**src/rtl/slotwb_pkg.sv**
```systemverilog
package slotwb_pkg;

  typedef enum logic [1:0] {
    BK_NONE   = 2'b00,
    BK_TX     = 2'b01,
    BK_RX     = 2'b10,
    BK_RXFIFO = 2'b11
  } buf_kind_e;

  typedef enum logic [1:0] {
    SQ_IDLE,
    SQ_PEND,
    SQ_STAT,
    SQ_DATA
  } seq_state_e;

  localparam int WORD_W = 16;
  localparam int FLAG_W = 7;

  localparam logic [WORD_W-1:0] TX_MASK = 16'h0001;
  localparam logic [WORD_W-1:0] RX_MASK = 16'hFFFE;

  function automatic logic kind_is_rx(buf_kind_e k);
    return (k == BK_RX) || (k == BK_RXFIFO);
  endfunction

  // Receive status: reserved zeros, channel, seven flags, bit 0 untouched.
  function automatic logic [WORD_W-1:0] rx_status(logic ch_b, logic [FLAG_W-1:0] fl);
    return {7'b0, ch_b, fl, 1'b0};
  endfunction

  function automatic logic [WORD_W-1:0] tx_status(logic conflict);
    return {{(WORD_W-1){1'b0}}, conflict};
  endfunction

  function automatic int unsigned word_addr(int unsigned buf_i, int unsigned wpb,
                                            int unsigned offs);
    return buf_i * wpb + offs;
  endfunction

endpackage

```
**src/rtl/slotwb_fmt.sv**
```systemverilog
module slotwb_fmt
  import slotwb_pkg::*;
(
  input  buf_kind_e               kind,
  input  logic                    ch_b,
  input  logic [FLAG_W-1:0]       flags,
  input  logic                    tx_conf,
  output logic [WORD_W-1:0]       stat_word,
  output logic [WORD_W-1:0]       stat_mask
);

  always_comb begin
    case (kind)
      BK_TX: begin
        stat_word = tx_status(tx_conf);
        stat_mask = TX_MASK;
      end
      BK_RX, BK_RXFIFO: begin
        stat_word = rx_status(ch_b, flags);
        stat_mask = RX_MASK;
      end
      default: begin
        stat_word = '0;
        stat_mask = '0;
      end
    endcase
  end

endmodule

```
**src/rtl/slotwb_addr.sv**
```systemverilog
module slotwb_addr #(
  parameter int NUM_BUFS   = 8,
  parameter int WPB        = 7,
  parameter int BUF_W      = 3,
  parameter int IDX_W      = 3,
  parameter int ADDR_W     = 6
) (
  input  logic [BUF_W-1:0]  buf_q,
  input  logic              stat_phase,
  input  logic [IDX_W-1:0]  data_idx,
  output logic [ADDR_W-1:0] addr
);
  import slotwb_pkg::*;

  localparam int OFF_W    = (WPB > 1) ? $clog2(WPB) : 1;
  localparam bit WPB_POW2 = ((WPB & (WPB - 1)) == 0);

  logic [OFF_W-1:0] offs;

  always_comb begin
    if (stat_phase) offs = '0;
    else            offs = OFF_W'(data_idx) + OFF_W'(1);
  end

  generate
    if (WPB_POW2) begin : g_concat
      always_comb addr = ADDR_W'({buf_q, offs});
    end else begin : g_mult
      always_comb addr = ADDR_W'(word_addr(int'(buf_q), WPB, int'(offs)));
    end
  endgenerate

endmodule

```
**src/rtl/slotwb_seq.sv**
```systemverilog
module slotwb_seq
  import slotwb_pkg::*;
#(
  parameter int BUF_W      = 3,
  parameter int DATA_WORDS = 6,
  parameter int IDX_W      = 3
) (
  input  logic               clk,
  input  logic               rst,
  input  logic               slot_end,
  input  buf_kind_e          kind_in,
  input  logic [BUF_W-1:0]   buf_in,
  input  logic               ch_in,
  input  logic [FLAG_W-1:0]  flags_in,
  input  logic               txc_in,
  input  logic               ok_in,
  input  logic               mt_tick,
  output buf_kind_e          kind_q,
  output logic [BUF_W-1:0]   buf_q,
  output logic               ch_q,
  output logic [FLAG_W-1:0]  flags_q,
  output logic               txc_q,
  output logic               stat_phase,
  output logic               data_phase,
  output logic [IDX_W-1:0]   data_idx,
  output logic               busy,
  output logic               done,
  output logic               overrun,
  output logic               slot_accept
);

  seq_state_e state;
  logic       ok_q;
  logic       slot_drop;
  logic       need_data;
  logic       last_data;

  assign busy        = (state != SQ_IDLE);
  assign slot_accept = slot_end && !busy && (kind_in != BK_NONE);
  assign slot_drop   = slot_end && busy;
  assign stat_phase  = (state == SQ_STAT);
  assign data_phase  = (state == SQ_DATA);
  assign need_data   = kind_is_rx(kind_q) && ok_q;
  assign last_data   = (data_idx == IDX_W'(DATA_WORDS - 1));

  always_ff @(posedge clk) begin
    if (rst) begin
      state    <= SQ_IDLE;
      kind_q   <= BK_NONE;
      buf_q    <= '0;
      ch_q     <= 1'b0;
      flags_q  <= '0;
      txc_q    <= 1'b0;
      ok_q     <= 1'b0;
      data_idx <= '0;
      done     <= 1'b0;
      overrun  <= 1'b0;
    end else begin
      done <= 1'b0;
      if (slot_drop) overrun <= 1'b1;
      case (state)
        SQ_IDLE: begin
          if (slot_accept) begin
            kind_q  <= kind_in;
            buf_q   <= buf_in;
            ch_q    <= ch_in;
            flags_q <= flags_in;
            txc_q   <= txc_in;
            ok_q    <= ok_in;
            state   <= SQ_PEND;
          end
        end
        SQ_PEND: begin
          if (mt_tick) state <= SQ_STAT;
        end
        SQ_STAT: begin
          data_idx <= '0;
          if (need_data) begin
            state <= SQ_DATA;
          end else begin
            state <= SQ_IDLE;
            done  <= 1'b1;
          end
        end
        SQ_DATA: begin
          if (last_data) begin
            state <= SQ_IDLE;
            done  <= 1'b1;
          end else begin
            data_idx <= data_idx + IDX_W'(1);
          end
        end
        default: state <= SQ_IDLE;
      endcase
    end
  end

  // the cycle after acceptance never writes; the tick must come later.
  assert_defer_R6: assert property (@(posedge clk) disable iff (rst)
    slot_accept |=> !(stat_phase || data_phase));

  // a slot end during a write-back raises the flag.
  assert_drop_flag_R9: assert property (@(posedge clk) disable iff (rst)
    (slot_end && busy) |=> overrun);

  // the flag holds until reset.
  assert_overrun_sticky_R9: assert property (@(posedge clk) disable iff (rst)
    overrun |=> overrun);

  // done only right after a write cycle, with the sequencer idle.
  assert_done_follows_R8: assert property (@(posedge clk) disable iff (rst)
    done |-> ($past(stat_phase || data_phase) && !busy));

  // an event with no buffer leaves the block idle.
  assert_none_ignored_R10: assert property (@(posedge clk) disable iff (rst)
    (slot_end && !busy && kind_in == BK_NONE) |=> !busy);

endmodule

```
**src/rtl/slotwb_ctrl.sv**
```systemverilog
module slotwb_ctrl
  import slotwb_pkg::*;
#(
  parameter int NUM_BUFS  = 8,
  parameter int HDR_WORDS = 2,
  parameter int PAY_WORDS = 4,
  localparam int DATA_WORDS = HDR_WORDS + PAY_WORDS,
  localparam int WPB        = DATA_WORDS + 1,
  localparam int BUF_W      = (NUM_BUFS > 1) ? $clog2(NUM_BUFS) : 1,
  localparam int IDX_W      = (DATA_WORDS > 1) ? $clog2(DATA_WORDS) : 1,
  localparam int ADDR_W     = $clog2(NUM_BUFS * WPB)
) (
  input  logic              clk,
  input  logic              rst,
  input  logic              slot_end,
  input  logic [1:0]        buf_kind,
  input  logic [BUF_W-1:0]  buf_sel,
  input  logic              ch_b,
  input  logic [6:0]        rx_flags,
  input  logic              tx_conflict,
  input  logic              frame_ok,
  input  logic              mt_tick,
  output logic [IDX_W-1:0]  frm_idx,
  input  logic [15:0]       frm_data,
  output logic              ram_we,
  output logic [ADDR_W-1:0] ram_addr,
  output logic [15:0]       ram_wdata,
  output logic [15:0]       ram_wmask,
  output logic              busy,
  output logic              done,
  output logic              overrun
);

  localparam int CNT_W = $clog2(WPB + 1);

  buf_kind_e           kind_q;
  logic [BUF_W-1:0]    buf_q;
  logic                ch_q;
  logic [FLAG_W-1:0]   flags_q;
  logic                txc_q;
  logic                stat_phase;
  logic                data_phase;
  logic [IDX_W-1:0]    data_idx;
  logic                slot_accept;
  logic [WORD_W-1:0]   stat_word;
  logic [WORD_W-1:0]   stat_mask;
  logic [CNT_W-1:0]    wr_cnt;

  slotwb_seq #(
    .BUF_W      (BUF_W),
    .DATA_WORDS (DATA_WORDS),
    .IDX_W      (IDX_W)
  ) u_seq (
    .clk         (clk),
    .rst         (rst),
    .slot_end    (slot_end),
    .kind_in     (buf_kind_e'(buf_kind)),
    .buf_in      (buf_sel),
    .ch_in       (ch_b),
    .flags_in    (rx_flags),
    .txc_in      (tx_conflict),
    .ok_in       (frame_ok),
    .mt_tick     (mt_tick),
    .kind_q      (kind_q),
    .buf_q       (buf_q),
    .ch_q        (ch_q),
    .flags_q     (flags_q),
    .txc_q       (txc_q),
    .stat_phase  (stat_phase),
    .data_phase  (data_phase),
    .data_idx    (data_idx),
    .busy        (busy),
    .done        (done),
    .overrun     (overrun),
    .slot_accept (slot_accept)
  );

  slotwb_fmt u_fmt (
    .kind      (kind_q),
    .ch_b      (ch_q),
    .flags     (flags_q),
    .tx_conf   (txc_q),
    .stat_word (stat_word),
    .stat_mask (stat_mask)
  );

  slotwb_addr #(
    .NUM_BUFS (NUM_BUFS),
    .WPB      (WPB),
    .BUF_W    (BUF_W),
    .IDX_W    (IDX_W),
    .ADDR_W   (ADDR_W)
  ) u_addr (
    .buf_q      (buf_q),
    .stat_phase (stat_phase),
    .data_idx   (data_idx),
    .addr       (ram_addr)
  );

  assign frm_idx   = data_idx;
  assign ram_we    = stat_phase || data_phase;
  assign ram_wdata = stat_phase ? stat_word : frm_data;
  assign ram_wmask = stat_phase ? stat_mask : '1;

  // Writes issued since the last accepted slot end, for the budget check.
  always_ff @(posedge clk) begin
    if (rst || slot_accept) wr_cnt <= '0;
    else if (ram_we)        wr_cnt <= wr_cnt + CNT_W'(1);
  end

  // a transmit buffer only ever gets bit 0 of its status word.
  assert_tx_bit0_only_R2: assert property (@(posedge clk) disable iff (rst)
    (ram_we && kind_q == BK_TX) |-> (ram_wmask == 16'h0001 && (int'(ram_addr) % WPB) == 0));

  // receive status keeps bit 0 and zeroes the reserved bits.
  assert_rx_status_R3: assert property (@(posedge clk) disable iff (rst)
    (stat_phase && kind_is_rx(kind_q)) |-> (!ram_wmask[0] && ram_wdata[15:9] == 7'b0));

  // data words land on consecutive addresses.
  assert_addr_step_R5: assert property (@(posedge clk) disable iff (rst)
    (data_phase && $past(ram_we)) |-> (ram_addr == $past(ram_addr) + ADDR_W'(1)));

  // the status word is the first write of every sequence.
  assert_status_first_R5: assert property (@(posedge clk) disable iff (rst)
    stat_phase |-> (wr_cnt == '0));

  // no sequence exceeds one status word plus the data words.
  assert_write_budget_R6: assert property (@(posedge clk) disable iff (rst)
    ram_we |-> (wr_cnt < CNT_W'(WPB)));

endmodule

```
**config.mk**
```make
export PLATFORM = sky130hd
export DESIGN_NAME = slotwb_ctrl
export DESIGN_NICKNAME = d
export VERILOG_FILES = /design/src/rtl/slotwb_pkg.sv /design/src/rtl/slotwb_fmt.sv /design/src/rtl/slotwb_addr.sv /design/src/rtl/slotwb_seq.sv /design/src/rtl/slotwb_ctrl.sv
export SDC_FILE = /design/constraint.sdc
export NUM_CORES = 1
export LEC_CHECK = 0
export BUFFER_PORTS_ARGS = -buffer_cell sky130_fd_sc_hd__buf_2
export CORE_UTILIZATION = 45
export DETAILED_ROUTE_END_ITERATION = 8
export PLACE_DENSITY = 0.81
export SLEW_MARGIN = 20
export SYNTH_ARGS = -nofsm -noshare
export SYNTH_HDL_FRONTEND = slang
export SYNTH_SLANG_ARGS = --single-unit
```
**constraint.sdc**
```tcl
create_clock -name clk -period 5 [get_ports clk]
set_input_delay 0.5 -clock clk [delete_from_list [all_inputs] [get_ports clk]]
set_output_delay 0.5 -clock clk [all_outputs]
set_load 0.01 [all_outputs]
```
==> results.yml <==
status:
  run_status: "finished, final reports clean"
worst_setup_path:
  cp.arrival_ns: 3.12
  worstPathRequired_ns: 4.50
  r2r_start: "u_seq.state[1]"
  crit_fanout: 17
  worst_setup_path_start_kind: "flip-flop"
  crit_start: "u_seq.state[0]"
  crit_type: "flip-flop to output pin"
  end_kind: "output pin"
  rrSetupSlack_ns: 3.27
logic_synthesis:
  syn_inst: 203
  synth_top_area_cell: "dfxtp_1"
  ys.warnings.count: 0
  synthArstFlopShare_pct: 0
  synth_cell_types: 33
  yosys.area.top_type_share_pct: 27.2
  syn_area_per_cell_sq_um: 7.98
  synthTopCellsByCount: "22 x dfxtp_1, 21 x nand2_1, 20 x a21oi_1, 15 x buf_4, 15 x o21ai_1"
  ys_ff_latch: 22
  synth_edf_count: 0
  synthFlopType: "dfxtp_1"
  synthesis.area_sq_um: 1620
  mappedNetlistNets: 254
  seq_area_frac_synth_pct: 27.2
  synth_most_common_cell: "dfxtp_1"
  synthTopCellsByArea: "dfxtp_1 27%, ha_1 9.3%, buf_4 7.0%"
cells_and_area:
  area_growth_pct: 20.8
  utilization_pct: 57.7
  ff_latch_area_sq_um: 440
  final.fill_count: 326
  layout.nets: 310
  diodes: 0
  multiInputGateArea_sq_um: 961
  post-route-cell-area_sq_um: 1960
  drive_gt1_share_pct: 34.1
cts:
  numCtsBuffers: 3
  postCtsHoldBufs: 0
  cts_root_buffer: "clkbuf_4"
  clk-insertion-delay-late_ns: 0.31
  clock_sinks: 22
  clkTransAtPathRegs_ns: 0.12
  cts_resized: 0
  cts_setup_buffers: 0
  clockBufferDepth: 2
  cts_max_level: 1
  cts_tree: "yes"
global_route:
  grt_pass1_vias: 1280
  grt_overflow_total: 0
  antenna_found_initial: 0
  grt_usage_pct: 20.4
  grt_max_degree: 25
  grt_pass1_wl_um: 5760
timing:
  clock.fmax_mhz: 276
  finalSetupTns_ns: 0
  fin_crit_sh_pct: 72.3
  period_minus_slack_ns: 3.62
  fin_ws_ns: 1.38
  hold_slack_ns: 0.435
  tightest_slew_ns: 0.630
  rsz0062_at_grt: "false"
  setup-violations-final: 0
  finalMaxSlewViolations: 0
  clock-skew-final_ns: 0.00470
  final_hold_viol_count: 0
  slew_headroom_pct: 58.0
placed_design:
  preCtsSetupSlack_ns: 1.72
  place_area_sq_um: 1900
  place.detailed.hpwl_um: 2890
  gp_congestion: 0.846
  port_buffers: 79
route:
  via_count: 1584
  viasPerCell: 5.21
  wl_um: 3740
  drt-wirelength-per-cell_um: 12.3
  first_pass_iters: 6
  drc_errors: 0
  dr.first_iter.drc_count: 118
  drtAntennaViolNets: 0
power_and_ir_drop:
  power_density_nw_per_um2: 224
  irDropWorstVdd_mv: 0.164
  p_seq_share_pct: 44.6
  p_comb_share_pct: 24.3
  clkPwrFrac_pct: 31.1
  switching_share_pct: 28.8
  power_switching_mw: 0.126
  cell_internal_pwr_mw: 0.312
  p_leak_nw: 0.930
die:
  io_pins: 80
  num_rows: 21
  core_area_sq_um: 3390
  die_h_um: 62.0
  fp.dieW_um: 62.0
  dieArea_sq_um: 3840
  start_util_pct: 47.8
flow_run:
  maxCapViolations: 0
worst_hold_path:
  hp-class: "primary input to flip-flop"
  worstHoldStart: "rx_flags[5]"
[sequential cells by signal, summed over array words and instances, names as in the netlist]
| register | cells |
|---|---|
| u_seq.txc_q | 1 |
| u_seq.done | 1 |
| u_seq.overrun | 1 |
| u_seq.ch_q | 1 |
| u_seq.state | 2 |
| u_seq.flags_q | 7 |
| u_seq.data_idx | 3 |
| u_seq.buf_q | 3 |
| u_seq.ok_q | 1 |
| u_seq.kind_q | 2 |
[area by class of cell]
type / instances / area share (%)
Timing Repair Buffer: 79 / 20.2
Sequential cell: 22 / 22.5
Clock buffer: 3 / 1.15
Multi-Input combinational cell: 140 / 49.1
Clock inverter: 1 / 1.54
Tap cell: 46 / 2.94
Inverter: 13 / 2.50
[critical path, cell delays in order (launching register included)]
cell      delay (ns)
dfxtp_1         0.56
nand2b_1        0.50
nand2_1         0.15
fa_1            0.51
fa_1            0.46
nand2b_1        0.16
a21oi_1         0.16
xor2_1          0.15
buf_2           0.14
[power by group through the flow]
stage / registers (mW) / clock network, mW / logic (mW)
2_1_floorplan: 0.195 / 0 / 0.0739
3_3_place_gp: 0.199 / 0 / 0.105
3_5_place_dp: 0.199 / 0 / 0.107
4_1_cts: 0.195 / 0.140 / 0.108
5_1_grt: 0.197 / 0.148 / 0.122
6_report: 0.195 / 0.136 / 0.107
[routing by layer]
layer  routed length [um]  track usage, %  vias up
met3                  256            5.18        4
met2                 1850            32.8       64
met4                   33            4.76        0
met1                 1600            27.5      716
met5                    0               0        -
li1                     -               -      800
[cell families after synthesis]
kind of cell | share of synthesized area [%]
adders and majority gates | 14.2
muxes | 2.01
AOI/OAI and AO/OA | 21.0
DFF | 27.2
buffers and inverters | 13.4
and+or+nand+nor | 19.9
xor gates and xnor gates | 2.16
[cell usage in the layout (no fill, tap or decap), types with 3 or more instances in the layout]
cell type,n
a21oi_1,20
and2_1,8
buf_2,79
clkbuf_4,3
dfxtp_1,22
fa_1,4
ha_1,12
inv_1,12
nand2_1,21
nand2b_1,7
nand3_1,11
nand4b_1,3
nor2_1,7
o2111ai_1,12
o21ai_1,15
[worst paths after layout]
kind                      endpoint  cells after the start
setup / recovery       ram_addr[5]                      8
hold / removal    u_seq.flags_q[5]                      3
setup reg to reg  u_seq.flags_q[6]                      4
hold reg to reg      u_seq.overrun                      2
[stage by stage]
step                      total power, mW  cells
after floorplan                     0.269    203
after global placement              0.304    300
after detailed placement            0.306    300
after CTS                           0.443    304
after global routing                0.467    304
final                               0.438    304
Power figures use the tool's default switching activity.
